[config.mk]
export PLATFORM = sky130hd
export DESIGN_NAME = vp_pixel_formatter
export DESIGN_NICKNAME = d
export VERILOG_FILES = /design/src/rtl/vpf_pkg.sv /design/src/rtl/vpf_pack.sv /design/src/rtl/vpf_slot_pick.sv /design/src/rtl/vpf_seq.sv /design/src/rtl/vp_pixel_formatter.sv
export SDC_FILE = /design/constraint.sdc
export NUM_CORES = 1
export LEC_CHECK = 0
export ABC_AREA = 1
export BUFFER_PORTS_ARGS = -buffer_cell sky130_fd_sc_hd__buf_2
export CAP_MARGIN = 20
export CORE_ASPECT_RATIO = 0.7
export CORE_MARGIN = 1.5
export CORE_UTILIZATION = 30
export DETAILED_ROUTE_END_ITERATION = 10
export SLEW_MARGIN = 0
export SYNTH_ARGS = -nofsm -noshare
export SYNTH_HDL_FRONTEND = slang
export SYNTH_SLANG_ARGS = --single-unit
[constraint.sdc]
create_clock -name clk -period 2.6 [get_ports clk]
set_clock_uncertainty 0.2 [all_clocks]
set_input_delay 0.13 -clock clk [delete_from_list [all_inputs] [get_ports clk]]
set_output_delay 0.13 -clock clk [all_outputs]
set_load 0.01 [all_outputs]
[src/rtl/vpf_pkg.sv]
package vpf_pkg;
   localparam int PORT_W = 24;

   typedef enum logic [1:0] {
      WID_24  = 2'd0,
      WID_16  = 2'd1,
      WID_8   = 2'd2,
      WID_24B = 2'd3
   } vpf_width_e;

   function automatic logic [PORT_W-1:0] line_mask(input logic [1:0] w);
      case (vpf_width_e'(w))
         WID_16:  line_mask = {{(PORT_W-16){1'b0}}, {16{1'b1}}};
         WID_8:   line_mask = {{(PORT_W-8){1'b0}}, {8{1'b1}}};
         default: line_mask = {PORT_W{1'b1}};
      endcase
   endfunction
endpackage

[src/rtl/vpf_pack.sv]
module vpf_pack #(
   parameter int CH_W = 12
) (
   input  logic [4*CH_W-1:0] pixel,
   output logic [23:0]       rgb888,
   output logic [15:0]       rgb565
);
   localparam int R_HI = 3*CH_W - 1;
   localparam int G_HI = 2*CH_W - 1;
   localparam int B_HI = CH_W - 1;

   generate
      if (CH_W < 8) begin : g_bad_ch
         $error("vpf_pack: CH_W must be at least 8");
      end
   endgenerate

   assign rgb888 = {pixel[R_HI -: 8], pixel[G_HI -: 8], pixel[B_HI -: 8]};
   assign rgb565 = {pixel[R_HI -: 5], pixel[G_HI -: 6], pixel[B_HI -: 5]};

   logic unused_low;
   assign unused_low = ^{pixel[4*CH_W-1:3*CH_W], pixel[R_HI-8:2*CH_W],
                         pixel[G_HI-8:CH_W], pixel[B_HI-8:0]};
endmodule

[src/rtl/vpf_slot_pick.sv]
module vpf_slot_pick #(
   parameter int PORT_W = 24,
   parameter int BITS_W = 5
) (
   input  logic [PORT_W-1:0] word,
   input  logic [BITS_W-1:0] nbits,
   output logic [PORT_W-1:0] field,
   output logic [PORT_W-1:0] rest
);
   generate
      if ((1 << BITS_W) <= PORT_W) begin : g_bad_bits
         $error("vpf_slot_pick: BITS_W too narrow for PORT_W");
      end
   endgenerate

   int n;
   always_comb begin
      n = int'(nbits);
      if (n > PORT_W) n = PORT_W;
      if (n == 0) begin
         field = '0;
         rest  = word;
      end else begin
         field = word >> (PORT_W - n);
         rest  = (n == PORT_W) ? '0 : (word << n);
      end
   end
endmodule

[src/rtl/vpf_seq.sv]
module vpf_seq #(
   parameter int NUM_SLOTS = 3,
   parameter int IDX_W     = 2
) (
   input  logic             clk,
   input  logic             rst_n,
   input  logic             accept,
   input  logic             tdm_en,
   input  logic [IDX_W-1:0] cyc_code,
   output logic             busy,
   output logic             ready,
   output logic [IDX_W-1:0] slot_idx
);
   localparam logic [IDX_W-1:0] LAST = IDX_W'(NUM_SLOTS - 1);

   logic [IDX_W-1:0] left_q, first_left;

   always_comb begin
      if (int'(cyc_code) >= NUM_SLOTS - 1) first_left = LAST;
      else                                 first_left = cyc_code;
   end

   always_ff @(posedge clk) begin
      if (!rst_n) begin
         left_q   <= '0;
         slot_idx <= '0;
      end else if (accept) begin
         left_q   <= tdm_en ? first_left : '0;
         slot_idx <= IDX_W'(1);
      end else if (left_q != '0) begin
         left_q   <= left_q - 1'b1;
         slot_idx <= slot_idx + 1'b1;
      end
   end

   assign busy  = (left_q != '0);
   assign ready = !busy;
endmodule

[src/rtl/vp_pixel_formatter.sv]
module vp_pixel_formatter #(
   parameter int CH_W      = 12,
   parameter int NUM_SLOTS = 3,
   parameter int BITS_W    = 5,
   localparam int IDX_W    = (NUM_SLOTS > 1) ? $clog2(NUM_SLOTS) : 1,
   localparam int PIX_W    = 4 * CH_W,
   localparam int PORT_W   = vpf_pkg::PORT_W
) (
   input  logic                        clk,
   input  logic                        rst_n,
   input  logic                        in_valid,
   output logic                        in_ready,
   input  logic [PIX_W-1:0]            in_pixel,
   input  logic [1:0]                  cfg_width,
   input  logic                        cfg_tdm_en,
   input  logic [IDX_W-1:0]            cfg_cyc_code,
   input  logic [NUM_SLOTS*BITS_W-1:0] cfg_slot_bits,
   output logic [PORT_W-1:0]           out_data,
   output logic                        out_de
);
   import vpf_pkg::*;

   generate
      if (NUM_SLOTS < 2) begin : g_bad_slots
         $error("vp_pixel_formatter: NUM_SLOTS must be at least 2");
      end
   endgenerate

   logic [23:0] rgb888;
   logic [15:0] rgb565;
   logic        accept, busy;
   logic [IDX_W-1:0] slot_idx;

   logic [PORT_W-1:0]           sreg_q;
   logic [1:0]                  wid_q;
   logic [NUM_SLOTS*BITS_W-1:0] bits_q;

   logic [PORT_W-1:0] first_field, first_rest, next_field, next_rest, direct_word;
   logic [BITS_W-1:0] next_bits;

   vpf_pack #(.CH_W(CH_W)) u_pack (
      .pixel  (in_pixel),
      .rgb888 (rgb888),
      .rgb565 (rgb565)
   );

   vpf_seq #(.NUM_SLOTS(NUM_SLOTS), .IDX_W(IDX_W)) u_seq (
      .clk      (clk),
      .rst_n    (rst_n),
      .accept   (accept),
      .tdm_en   (cfg_tdm_en),
      .cyc_code (cfg_cyc_code),
      .busy     (busy),
      .ready    (in_ready),
      .slot_idx (slot_idx)
   );

   assign accept    = in_valid && in_ready;
   assign next_bits = bits_q[slot_idx*BITS_W +: BITS_W];

   vpf_slot_pick #(.PORT_W(PORT_W), .BITS_W(BITS_W)) u_first (
      .word  (PORT_W'(rgb888)),
      .nbits (cfg_slot_bits[BITS_W-1:0]),
      .field (first_field),
      .rest  (first_rest)
   );

   vpf_slot_pick #(.PORT_W(PORT_W), .BITS_W(BITS_W)) u_next (
      .word  (sreg_q),
      .nbits (next_bits),
      .field (next_field),
      .rest  (next_rest)
   );

   always_comb begin
      case (vpf_width_e'(cfg_width))
         WID_16:  direct_word = PORT_W'(rgb565);
         WID_8:   direct_word = PORT_W'(rgb888[7:0]);
         default: direct_word = PORT_W'(rgb888);
      endcase
   end

   always_ff @(posedge clk) begin
      if (!rst_n) begin
         out_data <= '0;
         out_de   <= 1'b0;
         sreg_q   <= '0;
         wid_q    <= '0;
         bits_q   <= '0;
      end else if (accept) begin
         out_de <= 1'b1;
         wid_q  <= cfg_width;
         bits_q <= cfg_slot_bits;
         sreg_q <= first_rest;
         if (cfg_tdm_en) out_data <= first_field & line_mask(cfg_width);
         else            out_data <= direct_word;
      end else if (busy) begin
         out_de   <= 1'b1;
         out_data <= next_field & line_mask(wid_q);
         sreg_q   <= next_rest;
      end else begin
         out_de <= 1'b0;
      end
   end
endmodule

==> flow_results.org <==
** Layout
- After routing the design area is 0.00967 mm².
- Share of post-route cells with drive strength above 1 :: 0.155
- Total area of multi-input combinational cells :: 0.00589 mm²
- Area occupied by registers :: 0.00141 mm²
- Filler cell count in the final layout :: about 2.9k
- Area growth from synthesis to layout :: 22.2%
- Final core utilization :: 0.375
- For this run, the post-layout net count is approximately 1.6k.

** CTS
- The tree is rooted in a clkbuf_16.
- Maximum level of the CTS H-tree :: 3
- Clock buffers created by TritonCTS :: 9
- CTS saw 70 sinks.
- After clock tree synthesis, the clock-pin slew on the worst setup and hold paths is 60 ps.
- TritonCTS built the clock tree.
- The later pin in the worst-skew pair is clocked with a latency of 350 ps.
- The clock passes through at most 2 buffers.

** Yosys
- After technology mapping, the gate count stands at 1473.
- In the synthesized netlist the dominant register cell turns out to be dfxtp_1.
- For this run, the register share of the synthesized area comes to 0.177.
- Of the post-synthesis cell area, the dominant cell type holds 0.233.
- Synth area leaders :: nand3_1, nand2_1, dfxtp_1, a21oi_1, o21ai_0
- In this run, distinct cell masters in the synthesized netlist total 39.
- Counting flops and latches in the post-synthesis netlist gives 70.
- Number of flops mapped to enable cells by yosys :: 0
- When the netlist entered floorplanning its net count stood at 1550.
- For this run, the number of Yosys warnings is 0.
- Dominant cell type by area after synthesis :: nand3_1
- Post-synthesis average cell area :: between 5 and 6 µm²
- The synthesized netlist occupies a cell area of 0.00791 mm².
- Post-synthesis async set-or-reset flop share :: 0

** Placement
- In this run the cell area measured after placement is 0.00886 mm².
- Detailed placement ended at an HPWL of 27.6 mm.
- The count of buffers added on input and output ports is 72.
- The congestion estimate from routability-driven global placement came to 0.978.

** Critical path
- Critical-path cell with the highest stage delay :: dfxtp_4
- Data on the critical path is required at its endpoint by 2610 ps.
- Counting stages on the worst path, the most repeated cell is nand2_1.
- The worst register-to-register path begins at u_seq.slot_idx[0]$_SDFFE_PN0P_.
- The critical path starts at u_seq.slot_idx[0]$_SDFFE_PN0P_.
- The worst setup path is launched from a flop.
- On the worst path, the slowest cell contributes a delay of about 380 ps.
- Critical path peak fanout :: 7
- By startpoint and endpoint, the worst setup path is classified as reg -> reg.
- Walking the worst path, the cells encountered are inv_4 > nand2_1 > nand3_2 > nand2_2 > nand2_4 > nand2_4 > ha_4 > clkinvlp_4 > buf_12 > clkbuf_16 > nand3_2 > nand3_1 > nand2_1 > nand2_1 > nand3_1 > a31oi_1.
- At the worst endpoint, the arrival time is 2550 ps.
- Element type at the critical path end :: flop

** Floorplan
- The initialized floorplan defines 49 standard-cell rows.
- 97 I/O pins were placed.
- For this configuration, the core starts out at a cell density of 0.307.
- Chip Width :: 197 µm
- Area enclosed by the die boundary :: 0.0274 mm²
- Measured along the y axis, the die boundary spans approximately 140 µm.
- The floorplan step defined a core boundary enclosing 0.0258 mm².

** STA
- The final-report max-slew violation count was 0.
- For the pin with the worst max-slew slack, the measured transition is ~550 ps.
- Timing would allow up to 393 MHz.
- Final critical path time including I/O delays and setup :: about 2500 ps
- The total count of hold-check failures in the final report came to 0.
- Measured against its own limit, the worst slew margin works out to 0.633.
- Setup repair after global routing could not meet its margin everywhere.
- Period Utilization, post-route :: 0.977
- Setup violations remaining at the end of the flow were counted as 0.

** Routing
- Dividing the detail-routed wire length by the instance count gives 18.8 µm.
- Via-per-instance ratio :: 5.71
- Before antenna repair, the detailed router went through 6 iterations.
- After detailed routing, the total wire length is 36.0 mm.
- The final route contains 11.0k vias.
- In the routed design, unresolved DRC markers number 0.
- Starting DRC count in detailed routing :: 1641
- Remaining antenna violation count after routing :: 0

** Power
- IR drop worst, VDD :: 0.000620 V
- For this design the static power due to leakage is between 4 and 5 nW.
- Pwr Total :: around 13 mW
- Power Dens Cells :: 1350 mW/mm²

** GRT
- Across every metal layer, demand over resource in global routing totals 0.254.
- Vias in the first global route :: around 9.5k
- Global route overflow :: 0
- Antenna violations before repair :: 0
- The first global-routing pass estimated 53.7 mm of wire.
- Entering global routing, the biggest net connects 46 pins.

** Hold path
- In this run the most critical hold path is launched from cfg_slot_bits[2].
- Worst min path class :: in -> reg

** Run status
- The run finished with clean final reports.

** Flow run
- Max-capacitance violation count :: 0
per-stage QoR:
step	std cells	TNS, ps	hold WS (ps)	setup WS [ps]
CTS	1911	-38.5	3.67	-33.2
detailed placement	1877	-19.2	191	-14.6
finish	1920	0	17.7	58.5
global route	1919	-281	28.5	-30.1
floorplan	1473	0	68.3	7.35
global placement	1877	-8.53	192	-8.53
report_power, final:
part / internal (mW) / switching, mW / leakage (nW)
registers: 1.44 / 0.201 / 0.577
clock network: 0.756 / 0.534 / 0.144
logic: 3.26 / 6.84 / 3.77
total: 5.46 / 7.57 / 4.50
final cells by class:
type | count | area share
flip-flops and latches | 70 | 0.145
multi-input cells | 1204 | 0.609
inverters | 111 | 0.0449
well taps | 357 | 0.0462
diodes | 1 | 0.000259
clock inverters | 7 | 0.00854
repair buffers | 161 | 0.122
clock buffers | 9 | 0.0233
cell usage in the layout (no fill, tap or decap), types with 2 or more instances in the layout:
cell | Yosys | routed
nand2_1 | 463 | 452
nand3_1 | 368 | 347
inv_1 | 96 | 95
a21oi_1 | 90 | 89
o21ai_0 | 89 | 87
buf_2 | 23 | 72
dfxtp_1 | 70 | 68
buf_4 | 7 | 61
nor2_1 | 42 | 42
o22ai_1 | 24 | 24
nand4_1 | 23 | 23
nand3_2 | 2 | 22
a31oi_1 | 21 | 21
nand2_2 | 11 | 20
dlygate4sd3_1 | 0 | 17
o211ai_1 | 14 | 14
o21ai_1 | 11 | 12
clkbuf_16 | 0 | 10
inv_2 | 12 | 8
a22oi_1 | 6 | 6
buf_12 | 0 | 6
nor2_4 | 1 | 5
nand2_4 | 2 | 5
nor2_2 | 8 | 4
a21boi_0 | 4 | 4
inv_4 | 0 | 4
clkinvlp_4 | 0 | 4
ha_1 | 6 | 4
nor3_1 | 3 | 3
o21ai_2 | 2 | 3
buf_6 | 3 | 3
o31ai_1 | 2 | 2
nand3b_1 | 2 | 2
a21oi_2 | 1 | 2
clkinv_1 | 3 | 2
a211oi_1 | 2 | 2
clkinv_4 | 0 | 2
registers in the layout (all words and copies together), names as in the netlist:
signal          flops
out_data           24
sreg_q             24
bits_q             15
u_seq.left_q        2
u_seq.slot_idx      2
wid_q               2
out_de              1
repair_timing:
action | CTS | global route
setup endpoints to repair | 9 | 49
hold buffers | 17 | 0
gates cloned | 0 | 3
pin swaps | 0 | 12
setup buffers | 1 | 5
endpoints found under the hold margin | 16 | 0
resized for setup | 1 | 60
per-layer routing:
| metal | global-route usage | up-vias | wire, µm |
|---|---|---|---|
| met5 | 0.00705 | - | 0 |
| met4 | 0.0538 | 0 | 738 |
| met3 | 0.0973 | 71 | 4950 |
| met2 | 0.328 | 709 | 13300 |
| met1 | 0.384 | 4970 | 17000 |
| li1 | - | 5209 | - |
critical path, delay by kind of cell (launching register included):
| family | cells | cell delay, ps |
|---|---|---|
| AOI/OAI and AO/OA | 1 | 80 |
| adders and majority gates | 1 | 290 |
| buffers and inverters | 4 | 510 |
| DFF | 1 | 380 |
| and+or+nand+nor | 10 | 920 |
kinds of logic (layout without fill, tap and decap cells):
logic type,after synthesis,count (layout),share of synthesized area
AND/OR/NAND/NOR,928,929,0.520
XOR/XNOR,1,1,0.00111
other,0,1,0
flip-flops,70,70,0.177
multiplexers,1,1,0.00126
adder cells (fa/ha/maj),6,6,0.00949
AO/OA/AOI/OAI,267,267,0.187
buffers and inverters,200,288,0.105
synth_stat cells (12+ instances only):
cell type  number
nand4_1        23
buf_2          23
o21ai_0        89
nor2_1         42
a31oi_1        21
inv_1          96
inv_2          12
clkbuf_1       47
dfxtp_1        70
nand2_1       463
a21oi_1        90
o22ai_1        24
o211ai_1       14
nand3_1       368
final timing paths:
check	end	slack, ps	depth (start not counted)
max	out_data[10]$_SDFFE_PN0P_	60	16
min	bits_q[2]$_SDFFE_PN0P_	20	3
min reg2reg	u_seq.slot_idx[1]$_SDFFE_PP0N_	250	1
max reg2reg	out_data[10]$_SDFFE_PN0P_	60	16
(Power assumes the default switching activity.)
